$ cat config.mk
export PLATFORM = sky130hd
export DESIGN_NAME = audclk_prescaler
export DESIGN_NICKNAME = d
export VERILOG_FILES = /design/src/rtl/audclk_pkg.sv /design/src/rtl/audclk_cfg_check.sv /design/src/rtl/audclk_divcore.sv /design/src/rtl/audclk_bclk_stage.sv /design/src/rtl/audclk_prescaler.sv
export SDC_FILE = /design/constraint.sdc
export NUM_CORES = 1
export LEC_CHECK = 0
export BUFFER_PORTS_ARGS = -buffer_cell sky130_fd_sc_hd__clkbuf_2
export CAP_MARGIN = 5
export CELL_PAD_IN_SITES_DETAIL_PLACEMENT = 1
export CELL_PAD_IN_SITES_GLOBAL_PLACEMENT = 1
export CORE_MARGIN = 5
export CORE_UTILIZATION = 46
export DETAILED_ROUTE_END_ITERATION = 8
export GPL_TIMING_DRIVEN = 0
export PLACE_DENSITY = 0.92
export SYNTH_ARGS = -nofsm -noshare
export SYNTH_HDL_FRONTEND = slang
export SYNTH_SLANG_ARGS = --single-unit
$ cat constraint.sdc
create_clock -name clk -period 9.56 [get_ports clk]
set_input_delay 0.478 -clock clk [delete_from_list [all_inputs] [get_ports clk]]
set_output_delay 0.478 -clock clk [all_outputs]
set_load 0.005 [all_outputs]
$ cat src/rtl/audclk_pkg.sv
package audclk_pkg;

    // Width of the linear divide field and of the period counter.
    localparam int AC_DIV_W = 8;
    localparam int AC_CNT_W = AC_DIV_W + 1;

    // One complete divider setting, shadowed as a unit.
    typedef struct packed {
        logic [AC_DIV_W-1:0] div;
        logic                odd;
        logic                mclk_en;
        logic                master;
        logic                pcm;
        logic                wide;
    } ac_cfg_t;

    // Kernel cycles per output period; a zero field bypasses the divider.
    function automatic logic [AC_CNT_W-1:0] ac_ratio(input ac_cfg_t c);
        if (c.div == '0)
            return AC_CNT_W'(1);
        return {c.div, c.odd};
    endfunction

    // Cycles spent high per period: the longer half for odd ratios.
    function automatic logic [AC_CNT_W-1:0] ac_high_len(input logic [AC_CNT_W-1:0] r);
        return (r + AC_CNT_W'(1)) >> 1;
    endfunction

    // Master clock periods per bit clock period.
    function automatic int ac_mclk_per_bclk(input logic pcm, input logic wide,
                                            input int fs_std, input int fs_pcm,
                                            input int fr_std, input int fr_pcm);
        int ratio;
        int frame;
        ratio = pcm ? fs_pcm : fs_std;
        frame = pcm ? fr_pcm : fr_std;
        if (wide)
            frame = frame * 2;
        return ratio / frame;
    endfunction

endpackage

$ cat src/rtl/audclk_cfg_check.sv
module audclk_cfg_check
    import audclk_pkg::*;
#(
    parameter int DIV_MAX = 127
) (
    input  ac_cfg_t cfg,
    output logic    bad
);
    localparam logic [AC_DIV_W-1:0] LIM = AC_DIV_W'(DIV_MAX);

    logic odd_one;
    logic too_big;

    always_comb begin
        odd_one = (cfg.div == AC_DIV_W'(1)) && cfg.odd;
        too_big = (cfg.div > LIM);
        bad     = odd_one || too_big;
    end

    // Remaining fields take part in no legality rule.
    logic unused_ok;
    assign unused_ok = ^{cfg.mclk_en, cfg.master, cfg.pcm, cfg.wide};
endmodule

$ cat src/rtl/audclk_divcore.sv
module audclk_divcore
    import audclk_pkg::*;
(
    input  logic    clk,
    input  logic    rst,
    input  ac_cfg_t cfg_in,
    input  logic    cfg_bad,
    output logic    use_mclk_o,
    output logic    pcm_o,
    output logic    wide_o,
    output logic    lvl_o,
    output logic    tick_o,
    output logic    err_o
);
    ac_cfg_t             act_q;
    logic [AC_CNT_W-1:0] cnt_q;
    logic                restart_q;
    logic [AC_CNT_W-1:0] ratio_act;
    logic [AC_CNT_W-1:0] hi_act;
    logic [AC_CNT_W-1:0] cnt_inc;
    logic                boundary;

    always_comb begin
        ratio_act = ac_ratio(act_q);
        hi_act    = ac_high_len(ratio_act);
        cnt_inc   = cnt_q + AC_CNT_W'(1);
        // A restart forces a period start; otherwise wait for the last cycle.
        boundary  = restart_q || (cnt_inc == ratio_act);
    end

    always_ff @(posedge clk) begin
        if (rst) begin
            act_q     <= '0;
            cnt_q     <= '0;
            restart_q <= 1'b1;
            lvl_o     <= 1'b0;
            tick_o    <= 1'b0;
            err_o     <= 1'b0;
        end else if (boundary) begin
            act_q <= cfg_in;
            cnt_q <= '0;
            if (cfg_bad) begin
                restart_q <= 1'b1;
                lvl_o     <= 1'b0;
                tick_o    <= 1'b0;
                err_o     <= 1'b1;
            end else begin
                restart_q <= 1'b0;
                lvl_o     <= 1'b1;
                tick_o    <= 1'b1;
                err_o     <= 1'b0;
            end
        end else begin
            cnt_q  <= cnt_inc;
            lvl_o  <= (cnt_inc < hi_act);
            tick_o <= 1'b0;
        end
    end

    assign use_mclk_o = act_q.mclk_en & act_q.master;
    assign pcm_o      = act_q.pcm;
    assign wide_o     = act_q.wide;
endmodule

$ cat src/rtl/audclk_bclk_stage.sv
module audclk_bclk_stage
    import audclk_pkg::*;
#(
    parameter int FS_STD    = 256,
    parameter int FS_PCM    = 128,
    parameter int FRAME_STD = 32,
    parameter int FRAME_PCM = 16
) (
    input  logic clk,
    input  logic rst,
    input  logic use_mclk,
    input  logic pcm,
    input  logic wide,
    input  logic core_lvl,
    input  logic core_tick,
    input  logic core_err,
    output logic bclk_o,
    output logic tick_o
);
    localparam int N_STD = FS_STD / FRAME_STD;
    localparam int N_PCM = FS_PCM / FRAME_PCM;
    localparam int N_MAX = (N_STD > N_PCM) ? N_STD : N_PCM;
    localparam int SC_W  = $clog2(N_MAX) + 1;

    logic [SC_W-1:0] n_per;
    logic [SC_W-1:0] sc_q;
    logic [SC_W-1:0] sc_nxt;

    always_comb begin
        n_per  = SC_W'(ac_mclk_per_bclk(pcm, wide, FS_STD, FS_PCM, FRAME_STD, FRAME_PCM));
        sc_nxt = (sc_q >= n_per - SC_W'(1)) ? '0 : sc_q + SC_W'(1);
    end

    always_ff @(posedge clk) begin
        if (rst || core_err) begin
            sc_q   <= '1;
            bclk_o <= 1'b0;
            tick_o <= 1'b0;
        end else if (!use_mclk) begin
            // Direct path: one register stage behind the prescaler.
            sc_q   <= '1;
            bclk_o <= core_lvl;
            tick_o <= core_tick;
        end else if (core_tick) begin
            sc_q   <= sc_nxt;
            bclk_o <= (sc_nxt < (n_per >> 1));
            tick_o <= (sc_nxt == '0);
        end else begin
            tick_o <= 1'b0;
        end
    end
endmodule

$ cat src/rtl/audclk_prescaler.sv
module audclk_prescaler
    import audclk_pkg::*;
#(
    parameter int DIV_MAX   = 127,
    parameter int FS_STD    = 256,
    parameter int FS_PCM    = 128,
    parameter int FRAME_STD = 32,
    parameter int FRAME_PCM = 16
) (
    input  logic                clk,
    input  logic                rst,
    input  logic [AC_DIV_W-1:0] cfg_div,
    input  logic                cfg_odd,
    input  logic                cfg_mclk_en,
    input  logic                cfg_master,
    input  logic                cfg_pcm,
    input  logic                cfg_wide,
    output logic                mclk_o,
    output logic                bclk_o,
    output logic                bclk_tick_o,
    output logic                cfg_err_o
);
    ac_cfg_t cfg_in;
    logic    cfg_bad;
    logic    use_mclk;
    logic    act_pcm;
    logic    act_wide;
    logic    core_lvl;
    logic    core_tick;
    logic    core_err;

    always_comb begin
        cfg_in.div     = cfg_div;
        cfg_in.odd     = cfg_odd;
        cfg_in.mclk_en = cfg_mclk_en;
        cfg_in.master  = cfg_master;
        cfg_in.pcm     = cfg_pcm;
        cfg_in.wide    = cfg_wide;
    end

    audclk_cfg_check #(.DIV_MAX(DIV_MAX)) u_check (
        .cfg (cfg_in),
        .bad (cfg_bad)
    );

    audclk_divcore u_core (
        .clk        (clk),
        .rst        (rst),
        .cfg_in     (cfg_in),
        .cfg_bad    (cfg_bad),
        .use_mclk_o (use_mclk),
        .pcm_o      (act_pcm),
        .wide_o     (act_wide),
        .lvl_o      (core_lvl),
        .tick_o     (core_tick),
        .err_o      (core_err)
    );

    audclk_bclk_stage #(
        .FS_STD    (FS_STD),
        .FS_PCM    (FS_PCM),
        .FRAME_STD (FRAME_STD),
        .FRAME_PCM (FRAME_PCM)
    ) u_bclk (
        .clk       (clk),
        .rst       (rst),
        .use_mclk  (use_mclk),
        .pcm       (act_pcm),
        .wide      (act_wide),
        .core_lvl  (core_lvl),
        .core_tick (core_tick),
        .core_err  (core_err),
        .bclk_o    (bclk_o),
        .tick_o    (bclk_tick_o)
    );

    assign mclk_o    = core_lvl & use_mclk;
    assign cfg_err_o = core_err;
endmodule

Word level (Yosys, flattened, before mapping)
Cells that the tools add are included.
{"block": "word_totals", "regBits": 32, "latchBits": 0, "ram_bits": 0, "romBits": 0, "output_inout_bits": 4, "word_cells": 53, "memories": 0}
{"block": "classes", "n_addsub": 4, "multipliers": 0, "div_mod_pow": 1, "magnitude_cmp": 4, "eq_ne": 3, "n_shift": 0, "mux": 14, "bitwise_logic": 4, "n_reduce_logical": 9}
{"op": "$div 32x32->32", "n": 1}
{"op": "$mux 32", "n": 1}
{"op": "$mux 9", "n": 3}
{"op": "$add 9x1->9 const B", "n": 2}
{"op": "$eq 9x9->1", "n": 1}
{"op": "$lt 9x8->1", "n": 1}
{"op": "$eq 8x1->1 const B", "n": 1}
{"op": "$gt 8x7->1 const B", "n": 1}
{"op": "$logic_not 8->1", "n": 1}
{"op": "$mux 1", "n": 8}
{"op": "$mux 6", "n": 1}
{"op": "$reduce_or 2->1", "n": 3}
{"op": "$add 4x1->4 const B", "n": 1}
{"op": "$ge 4x4->1", "n": 1}
{"op": "$logic_not 4->1", "n": 1}
{"op": "$lt 4x3->1", "n": 1}
{"op": "$mux 4", "n": 1}
{"op": "$sub 4x1->4 const B", "n": 1}
{"op": "$logic_or 1x1->1", "n": 3}
{"op": "$and 1x1->1", "n": 2}
{"op": "$ne 2x2->1 const B", "n": 1}
{"op": "$not 1->1", "n": 2}
{"op": "$logic_and 1x1->1", "n": 1}

Logic depth before layout (Yosys ltp)
Gate-level depths: netlist (run 1).
{"block": "logic_depth", "word_depth": 9, "mapped_depth": 36}

Cells and area by module
Synthesis (run 1) repeated with hierarchy kept, for this count alone.
{"block": "unflattened", "cells_unflattened": 658, "hier_area_um2": 4694.5}
{"mod": "audclk_bclk_stage", "instances": 1, "cells_per_inst": 377, "area_each_um2": 2552.4, "seq_area_each_um2": 120.1}
{"mod": "audclk_divcore", "instances": 1, "cells_per_inst": 277, "area_each_um2": 2098.3, "seq_area_each_um2": 520.5}
{"mod": "audclk_cfg_check", "instances": 1, "cells_per_inst": 3, "area_each_um2": 37.5, "seq_area_each_um2": 0.0}
{"mod": "audclk_prescaler", "instances": 1, "cells_per_inst": 1, "area_each_um2": 6.3, "seq_area_each_um2": 0.0}

Worst setup path after synthesis (run 1)
OpenSTA, ideal clock, no wires.
{"block": "synth_timing", "path_kind": "flip-flop to flip-flop", "startpoint": "register u_core.act_q (netlist bit u_core.pcm_o)", "endpoint": "register u_bclk.bclk_o", "setup_ns": 0.066, "arrival_time_ns": 7.146, "setup_slack_ns": 2.348, "path_stages_with_launch": 32, "n_path_buf": 3, "period_less_slack_ns": 7.212, "cell_sequence": "dfxtp_1 > clkbuf_1 > clkinv_1 > ha_1 > buf_2 > inv_1 > ha_1 > clkbuf_1 > or2_1 > o221ai_2 > and2_0 > a222oi_1 > o31ai_4 > a222oi_1 > or4b_4 > o21a_1 > o211a_1 > o211a_1 > nor2_2 > o211ai_1 > a221oi_2 > ha_1 > ha_1 > a21o_1 > a21o_1 > a21oi_1 > and2_1 > ha_1 > nand2_1 > nand2_1 > a31o_1 > a21boi_2"}
{"block": "synth_via", "elab_chain_cells": 9}
{"item": "start, declared", "line_no": "audclk_divcore.sv:15", "source": "ac_cfg_t act_q;"}
{"item": "start signal, assigned", "line_no": "audclk_divcore.sv:40", "source": "act_q <= cfg_in;"}
{"item": "$mux 6", "line_no": "audclk_pkg.sv:36", "source": "frame = pcm ? fr_pcm : fr_std;"}
{"item": "$mux 32", "line_no": "audclk_pkg.sv:37", "source": "if (wide)"}
{"item": "$div 32x32->32 (*)", "line_no": "audclk_pkg.sv:39", "source": "return ratio / frame;"}
{"item": "$sub 4x1->4 (*)", "line_no": "audclk_bclk_stage.sv:31", "source": "sc_nxt = (sc_q >= n_per - SC_W'(1)) ? '0 : sc_q + SC_W'(1);"}
{"item": "$ge 4x4->1 (*)", "line_no": "audclk_bclk_stage.sv:31"}
{"item": "$mux 4 (*)", "line_no": "audclk_bclk_stage.sv:31"}
{"item": "net u_bclk.sc_nxt[2]", "line_no": "audclk_bclk_stage.sv:27", "source": "logic [SC_W-1:0] sc_nxt;"}
{"item": "$lt 4x3->1 (*)", "line_no": "audclk_bclk_stage.sv:46", "source": "bclk_o <= (sc_nxt < (n_per >> 1));"}
{"item": "$mux 1 (*)", "line_no": "audclk_bclk_stage.sv:44", "source": "end else if (core_tick) begin"}
{"item": "$mux 1 (*)", "line_no": "audclk_bclk_stage.sv:39", "source": "end else if (!use_mclk) begin"}
{"item": "end signal, assigned", "line_no": "audclk_bclk_stage.sv:42", "source": "bclk_o <= core_lvl;"}
{"item": "end signal, assigned", "line_no": "audclk_bclk_stage.sv:46"}
{"item": "end, declared", "line_no": "audclk_bclk_stage.sv:17", "source": "output logic bclk_o,"}
The timed path passes the listed nets; every way through them passes the cells marked *. The select of a mux whose other input is x is not followed.
A chain may end at the register's enable or synchronous reset.

Worst setup path after layout (run 1)
Same ends and word-level chain as after synthesis.

==> metrics.md, run 1 <==
| Metric | Value |
|---|---|
| Outcome | `completed` |
| FF-to-FF setup slack | `0.36 ns` |
| CTS Hold Bufs | `0` |
| Count leader, synth | `nand2_1` |
| Post-synth top cells | `73 x nand2_1, 51 x nor2_1, 42 x a21oi_1` |
| Cell area after synthesis | `4030 µm²` |
| Min-delay src | `cfg_master` |
| Dpl hpwl | `11000 µm` |
| Fillcell total | `1153` |
| Sequential area share after synthesis | `15.9%` |
| Gpl congestion | `0.964` |
| Async S/R FF share, synth | `0%` |
| Leak Pwr | `1.87 nW` |
| WHS Endpoint | `u_core.act_q[2]` |
| Worst r2r src | `u_core.pcm_o` |
| IO Port Bufs | `17` |
| Vias post-DR | `4635` |
| Detail-routed net length per standard cell | `20.5 µm` |
| Largest net degree at the start of global routing | `12` |
| Clock sink total | `32` |
| Yosys top cell area share | `15.9%` |
| Final WL | `14300 µm` |
| Count of final hold-check violations | `0` |
| Worst Hold Class | `in2reg` |
| Synth cell types | `80` |
| Max VDD drop | `101 µV` |
| Fmax | `109 MHz` |
| Initial Utilization | `46.7%` |
| Synth Instances | `567` |
| CTS tree | `yes` |
| Synthesized net count | `612` |
| Max Cap Viol | `0` |
| Leading area contributor after synthesis | `dfxtp_1` |
| Pwr Density | `137 nW/µm²` |
| #FFs+latches synth | `32` |
| CP Capture Type | `flop` |
| Critical Path Max Stage Delay | `0.61 ns` |
| Vias/cell | `6.62` |
| Top flop regs | `u_core.act_q: 11 flops, u_core.cnt_q: 9 flops, u_bclk.sc_q: 4 flops` |
| CORE AREA | `8640 µm²` |
| Register area | `641 µm²` |
| Worst hold slack | `0.423 ns` |
| Gr usage total | `25.5%` |
| Mean post-synth cell area | `7.11 µm²` |
| Worst Tran Pin Value | `1.14 ns` |
| Hold path cells | `3` |
| Worst-path maximum fanout | `11` |
| Clock Pin Slew Worst Setup and Hold Paths | `0.07 ns` |
| IO Count | `19` |
| Final worst slack | `0.363 ns` |
| Top cells by area, synth | `dfxtp_1 16%, ha_1 9.3%, nand2_1 6.8%` |
| Nets | `636` |
| Die Area | `10700 µm²` |
| Post-cts resize count | `0` |
| Antenna violations before repair | `0` |
| Area growth from synthesis to layout | `8.25%` |
| Final setup fails | `0` |
| Highest-delay cell along the critical path | `nor4_1` |
| Max Slew Vio Count | `0` |
| Most flop-heavy register | `u_core.act_q` |
| Vias in the first global route | `4805` |
| Layout cell share with drive strength beyond 1 | `10.1%` |
| WP data arrival | `9.41 ns` |
| Clk_lat worst skew | `0.29 ns` |
| Largest register FFs | `11` |
| Clock Tree Root | `clkbuf_8` |
| Diode count | `0` |
| Die W | `104 µm` |
| Critical Path RT | `9.77 ns` |
| Row cnt | `34` |
| RSZ-0062 raised after global routing | `no` |
| Crit-path most repeated cell | `ha_1` |
| Crit share post-route | `96.2%` |
| Setup_tns | `0 ns` |
| Most used DFF post-synth | `dfxtp_1` |
| Longest Clk Path Bufs | `2` |
| First-pass GRT wire length | `23400 µm` |
| Kind of critical path | `reg2reg` |
| Ys Warns | `0` |
| Iteration-0 DRC Markers | `314` |
| Die Ht | `104 µm` |
| Worst R2R End | `u_bclk.bclk_o` |
| Post-synth EDFFs | `0` |
| Routed Antenna Nets | `0` |
| Slew headroom | `24.1%` |
| Place WS | `0.276 ns` |
| Postcts setup bufs | `0` |
| Total CTS buffers | `5` |
| DRC viols | `0` |
| TritonRoute pass-1 iters | `6` |
| Minimum clock period | `9.20 ns` |
| H-tree lvl count | `2` |
| Clock Skews | `0.00981 ns` |
| Startpoint types | `flop` |
| GRT overflow | `0` |
| Multi-input logic area | `3190 µm²` |
| Worst reg2reg path depth | `33` |
-- layer usage --
metal  GRT usage (%)  wire length (µm)  up-vias
met2            46.3              7010      199
li1                -                 -     2119
met4            7.97               398        0
met3            2.80              1020       50
met5               0                 0        -
met1            31.3              5890     2267
-- cells by family (layout without fill, tap and decap cells) --
family	count (synthesis)	count (layout)	share of synthesized area, %
buffers and inverters	54	79	5.46
adder cells (fa/ha/maj)	30	30	9.31
AO/OA/AOI/OAI	175	175	30.5
flip-flops	32	32	15.9
XOR/XNOR	39	39	8.47
multiplexers	9	9	2.26
AND/OR/NAND/NOR	228	228	28.2
-- placed cells by master (no fill, tap or decap), types with 5 or more instances in the layout --
cell type | synthesis | layout
nand2b_1 | 10 | 10
nand2_1 | 73 | 73
nor2_1 | 51 | 51
o22ai_1 | 8 | 8
nand3_1 | 10 | 10
a21o_1 | 6 | 6
xnor2_1 | 18 | 18
inv_1 | 21 | 21
o21ai_1 | 6 | 6
clkbuf_2 | 0 | 18
mux2i_1 | 8 | 8
nand4_1 | 9 | 9
nor4b_1 | 5 | 5
a211oi_1 | 5 | 5
ha_1 | 30 | 30
xor2_1 | 21 | 21
and3_1 | 12 | 12
a21oi_1 | 42 | 42
a31oi_1 | 5 | 5
o21a_1 | 5 | 5
nor3_1 | 13 | 12
o211a_1 | 6 | 6
dfxtp_1 | 32 | 32
o211ai_1 | 8 | 8
nor4_1 | 7 | 7
o31ai_1 | 9 | 9
and2_1 | 6 | 6
clkbuf_8 | 0 | 6
o21ai_0 | 28 | 28
buf_2 | 8 | 8
clkbuf_1 | 18 | 18
or3_1 | 7 | 7
-- power breakdown --
group          switching, mW  internal, mW  total [mW]
Clock                 0.0506        0.0585       0.109
Sequential           0.00757         0.140       0.148
Combinational          0.221         0.122       0.343
-- area by class of cell --
type | instances | share of cell area (%)
multi-input cells | 481 | 73.0
repair buffers | 17 | 1.95
plain buffers | 30 | 3.01
inverters | 24 | 2.15
clock buffers | 7 | 1.98
clock inverters | 1 | 0.172
flip-flops and latches | 32 | 14.7
well taps | 108 | 3.09
-- critical path: cells and delay by family (launching register included) --
| kind | cells | cell delay, ns |
|---|---|---|
| flops | 1 | 0.35 |
| xor+xnor | 1 | 0.18 |
| simple gates | 12 | 3.54 |
| buf+inv | 6 | 1.70 |
| fa+ha+maj | 5 | 1.38 |
| compound gates | 9 | 1.95 |
-- worst max-delay path by stage --
stage                 start             to  slack (ns)  cells past startpoint
2_1_floorplan  u_core.pcm_o  u_bclk.bclk_o        2.35                     31
5_1_grt        u_core.pcm_o  u_bclk.bclk_o        0.03                     33
3_5_place_dp   u_core.pcm_o  u_bclk.bclk_o        0.28                     33
3_3_place_gp   u_core.pcm_o  u_bclk.bclk_o        0.77                     31
4_1_cts        u_core.pcm_o  u_bclk.bclk_o        0.16                     33
6_report       u_core.pcm_o  u_bclk.bclk_o        0.36                     33
-- through the flow --
stage          total power [mW]  cell area, µm²  instances  util (%)
2_1_floorplan             0.390            4030        567         -
3_3_place_gp              0.458            4250        692      49.3
3_5_place_dp              0.475            4250        692      49.3
4_1_cts                   0.587            4350        700      50.3
5_1_grt                   0.634            4370        700      50.6
6_report                  0.600            4370        700      50.6
Power figures use the tool's default switching activity.
==> run 2, diff against run 1 <==
- CORE_ASPECT_RATIO: not set -> 0.75
==> metrics.md, run 2 (synthesis results as in run 1) <==
| Metric | Value |
|---|---|
| Final WL | `15600 µm (+9.0%)` |
| IO Count | `19 (unchanged)` |
| Most flop-heavy register | `u_core.act_q` |
| TritonRoute pass-1 iters | `4 (-2)` |
| FF-to-FF setup slack | `0.39 ns (+0.03 ns)` |
| Worst reg2reg path depth | `34 (+3.0%)` |
| Clock Tree Root | `clkbuf_16` |
| Die Area | `10800 µm² (+0.18%)` |
| Sequential share of power | `22.7% (-1.9 points)` |
| Dpl hpwl | `11800 µm (+6.9%)` |
| Internal power | `0.357 mW (+11%)` |
| Total chip power | `0.654 mW (+9.0%)` |
| Vias post-DR | `4724 (+1.9%)` |
| Highest-delay cell along the critical path | `o311ai_1` |
| Die W | `118 µm (+14%)` |
| Clock sink total | `32 (unchanged)` |
| Setup crit start | `u_core.pcm_o` |
| Longest Clk Path Bufs | `2 (unchanged)` |
| Area growth from synthesis to layout | `9.18%` |
| Fmax | `109 MHz (+0.28%)` |
| Setup_tns | `0 ns (unchanged)` |
| CTS Hold Bufs | `0 (unchanged)` |
| RSZ-0062 raised after global routing | `no` |
| Most common cell after layout, fill and taps aside | `nand2_1` |
| Worst R2R End | `u_bclk.bclk_o` |
| CP endpoint | `u_bclk.bclk_o` |
| GR Util met3 | `8.26% (+5.5 points)` |
| Worst Tran Pin Value | `1.22 ns (+0.0830 ns)` |
| Detail-routed net length per standard cell | `22.3 µm (+9.2%)` |
| Leak Pwr | `1.89 nW (+1.1%)` |
| CTS tree | `yes` |
| CORE AREA | `8490 µm² (-1.7%)` |
| Max Cap Viol | `0 (unchanged)` |
| Crit-path most repeated cell | `ha_1` |
| Logic pwr share | `53.7% (-3.5 points)` |
| Kind of critical path | `reg2reg` |
| Minimum clock period | `9.17 ns (-0.0256 ns)` |
| CP Capture Type | `flop` |
| Clock power share | `23.7% (+5.5 points)` |
| Most frequent cells in the layout | `73 x nand2_1, 50 x nor2_1, 42 x a21oi_1` |
| Top flop regs | `u_core.act_q: 11 flops, u_core.cnt_q: 9 flops, u_bclk.sc_q: 4 flops` |
| Fillcell total | `1155 (+0.17%)` |
| Vias/cell | `6.76 (+2.1%)` |
| WP data arrival | `9.39 ns (-0.02 ns)` |
| Clock Skews | `0.00369 ns (-0.00612 ns)` |
| Iteration-0 DRC Markers | `602 (+92%)` |
| First-pass GRT wire length | `24700 µm (+5.8%)` |
| Row cnt | `29 (-15%)` |
| Vias in the first global route | `4673 (-2.7%)` |
| Layout cell share with drive strength beyond 1 | `9.98% (-0.15 points)` |
| Total CTS buffers | `5 (unchanged)` |
| Routed Antenna Nets | `0 (unchanged)` |
| Worst Hold Class | `in2reg` |
| P_sw | `0.297 mW (+6.5%)` |
| Final setup fails | `0 (unchanged)` |
| Die Ht | `91.1 µm (-12%)` |
| Postcts setup bufs | `0 (unchanged)` |
| Worst r2r src | `u_core.pcm_o` |
| Gpl congestion | `1.00 (+4.2%)` |
| Finished Cell Area | `4400 µm² (+0.86%)` |
| Antenna violations before repair | `0 (unchanged)` |
| GRT overflow | `0 (unchanged)` |
| Multi-input logic area | `3180 µm² (about the same)` |
| Nets | `636 (unchanged)` |
| Sw Share | `45.4% (-1.1 points)` |
| Max VDD drop | `72.3 µV (-29%)` |
| Clock Pin Slew Worst Setup and Hold Paths | `0.05 ns (-0.02 ns)` |
| Worst-path maximum fanout | `11 (unchanged)` |
| Diode count | `0 (unchanged)` |
| Slew headroom | `18.5% (-5.5 points)` |
| Max Slew Vio Count | `0 (unchanged)` |
| H-tree lvl count | `2 (unchanged)` |
| GR Util met2 | `44.0% (-2.3 points)` |
| Largest register FFs | `11 (unchanged)` |
| Clk_lat worst skew | `0.28 ns (about the same)` |
| DRC viols | `0 (unchanged)` |
| Crit share post-route | `95.9% (-0.27 points)` |
| Count of final hold-check violations | `0 (unchanged)` |
| Critical Path RT | `9.78 ns (about the same)` |
| Initial Utilization | `47.5% (+0.80 points)` |
| Placed inst area | `4250 µm² (unchanged)` |
| Pwr Density | `149 nW/µm² (+8.1%)` |
| Gr usage total | `28.2% (+2.7 points)` |
| Register area | `641 µm² (unchanged)` |
| Startpoint types | `flop` |
| Met1 Use GR | `37.7% (+6.4 points)` |
| IO Port Bufs | `17 (unchanged)` |
| Post-Route Utilization | `51.9% (+1.3 points)` |
| Critical Path Max Stage Delay | `0.79 ns (+0.18 ns)` |
| Largest net degree at the start of global routing | `12 (unchanged)` |
| GR peak layer | `met2` |
| Outcome | `completed` |
-- run 2: routing by layer --
layer  vias to the layer above  wire length (µm)
met5                         -                 0
met4                         0               433
met3                        57              1530
met2                       263              6930
met1                      2293              6730
li1                       2111                 -
-- run 2: final cells by class --
class / count / share of cell area [%]
plain buffers: 30 / 2.98
well taps: 108 / 3.07
clock buffers: 6 / 2.93
clock inverters: 1 / 0.114
repair buffers: 17 / 1.93
inverters: 24 / 2.13
flip-flops and latches: 32 / 14.5
multi-input cells: 481 / 72.3
-- run 2: worst min path at each step --
stage	startpoint	endpoint	slack [ns]	cells after the start
2_1_floorplan	u_core.act_q[3]	u_core.act_q[3]	0.44	2
3_3_place_gp	u_core.act_q[2]	u_core.act_q[2]	0.45	2
3_5_place_dp	u_core.act_q[3]	u_core.act_q[3]	0.46	2
4_1_cts	cfg_master	u_core.act_q[2]	0.44	3
5_1_grt	cfg_mclk_en	u_core.act_q[3]	0.45	3
6_report	cfg_master	u_core.act_q[2]	0.43	3
-- run 2: power groups by stage --
stage / combinational [mW] / sequential, mW / clock, mW
floorplan: 0.241 / 0.148 / 0
global placement: 0.312 / 0.150 / 0
detailed placement: 0.331 / 0.151 / 0
CTS: 0.336 / 0.148 / 0.155
global route: 0.375 / 0.149 / 0.163
finish: 0.351 / 0.148 / 0.155
-- run 2: worst max-delay path, delay by kind of cell, from the launching register on --
kind                       cells  cell delay (ns)
and+or+nand+nor                7             1.61
adders and majority gates      5             1.35
muxes                          1             0.21
DFF                            1             0.35
buffers and inverters          7             1.91
AOI/OAI and AO/OA             14             3.67
-- run 2: what timing repair did --
action / 4_1_cts / 5_1_grt
resized for setup: 0 / 5
setup endpoints to repair: 0 / 1
hold endpoints to repair: 0 / 0
-- run 2: stage by stage --
step	hold WS (ns)	setup WS, ns	cells
2_1_floorplan	0.441	2.35	567
3_3_place_gp	0.450	0.829	692
3_5_place_dp	0.464	0.402	692
4_1_cts	0.436	0.249	699
5_1_grt	0.453	0.0133	699
6_report	0.432	0.388	699
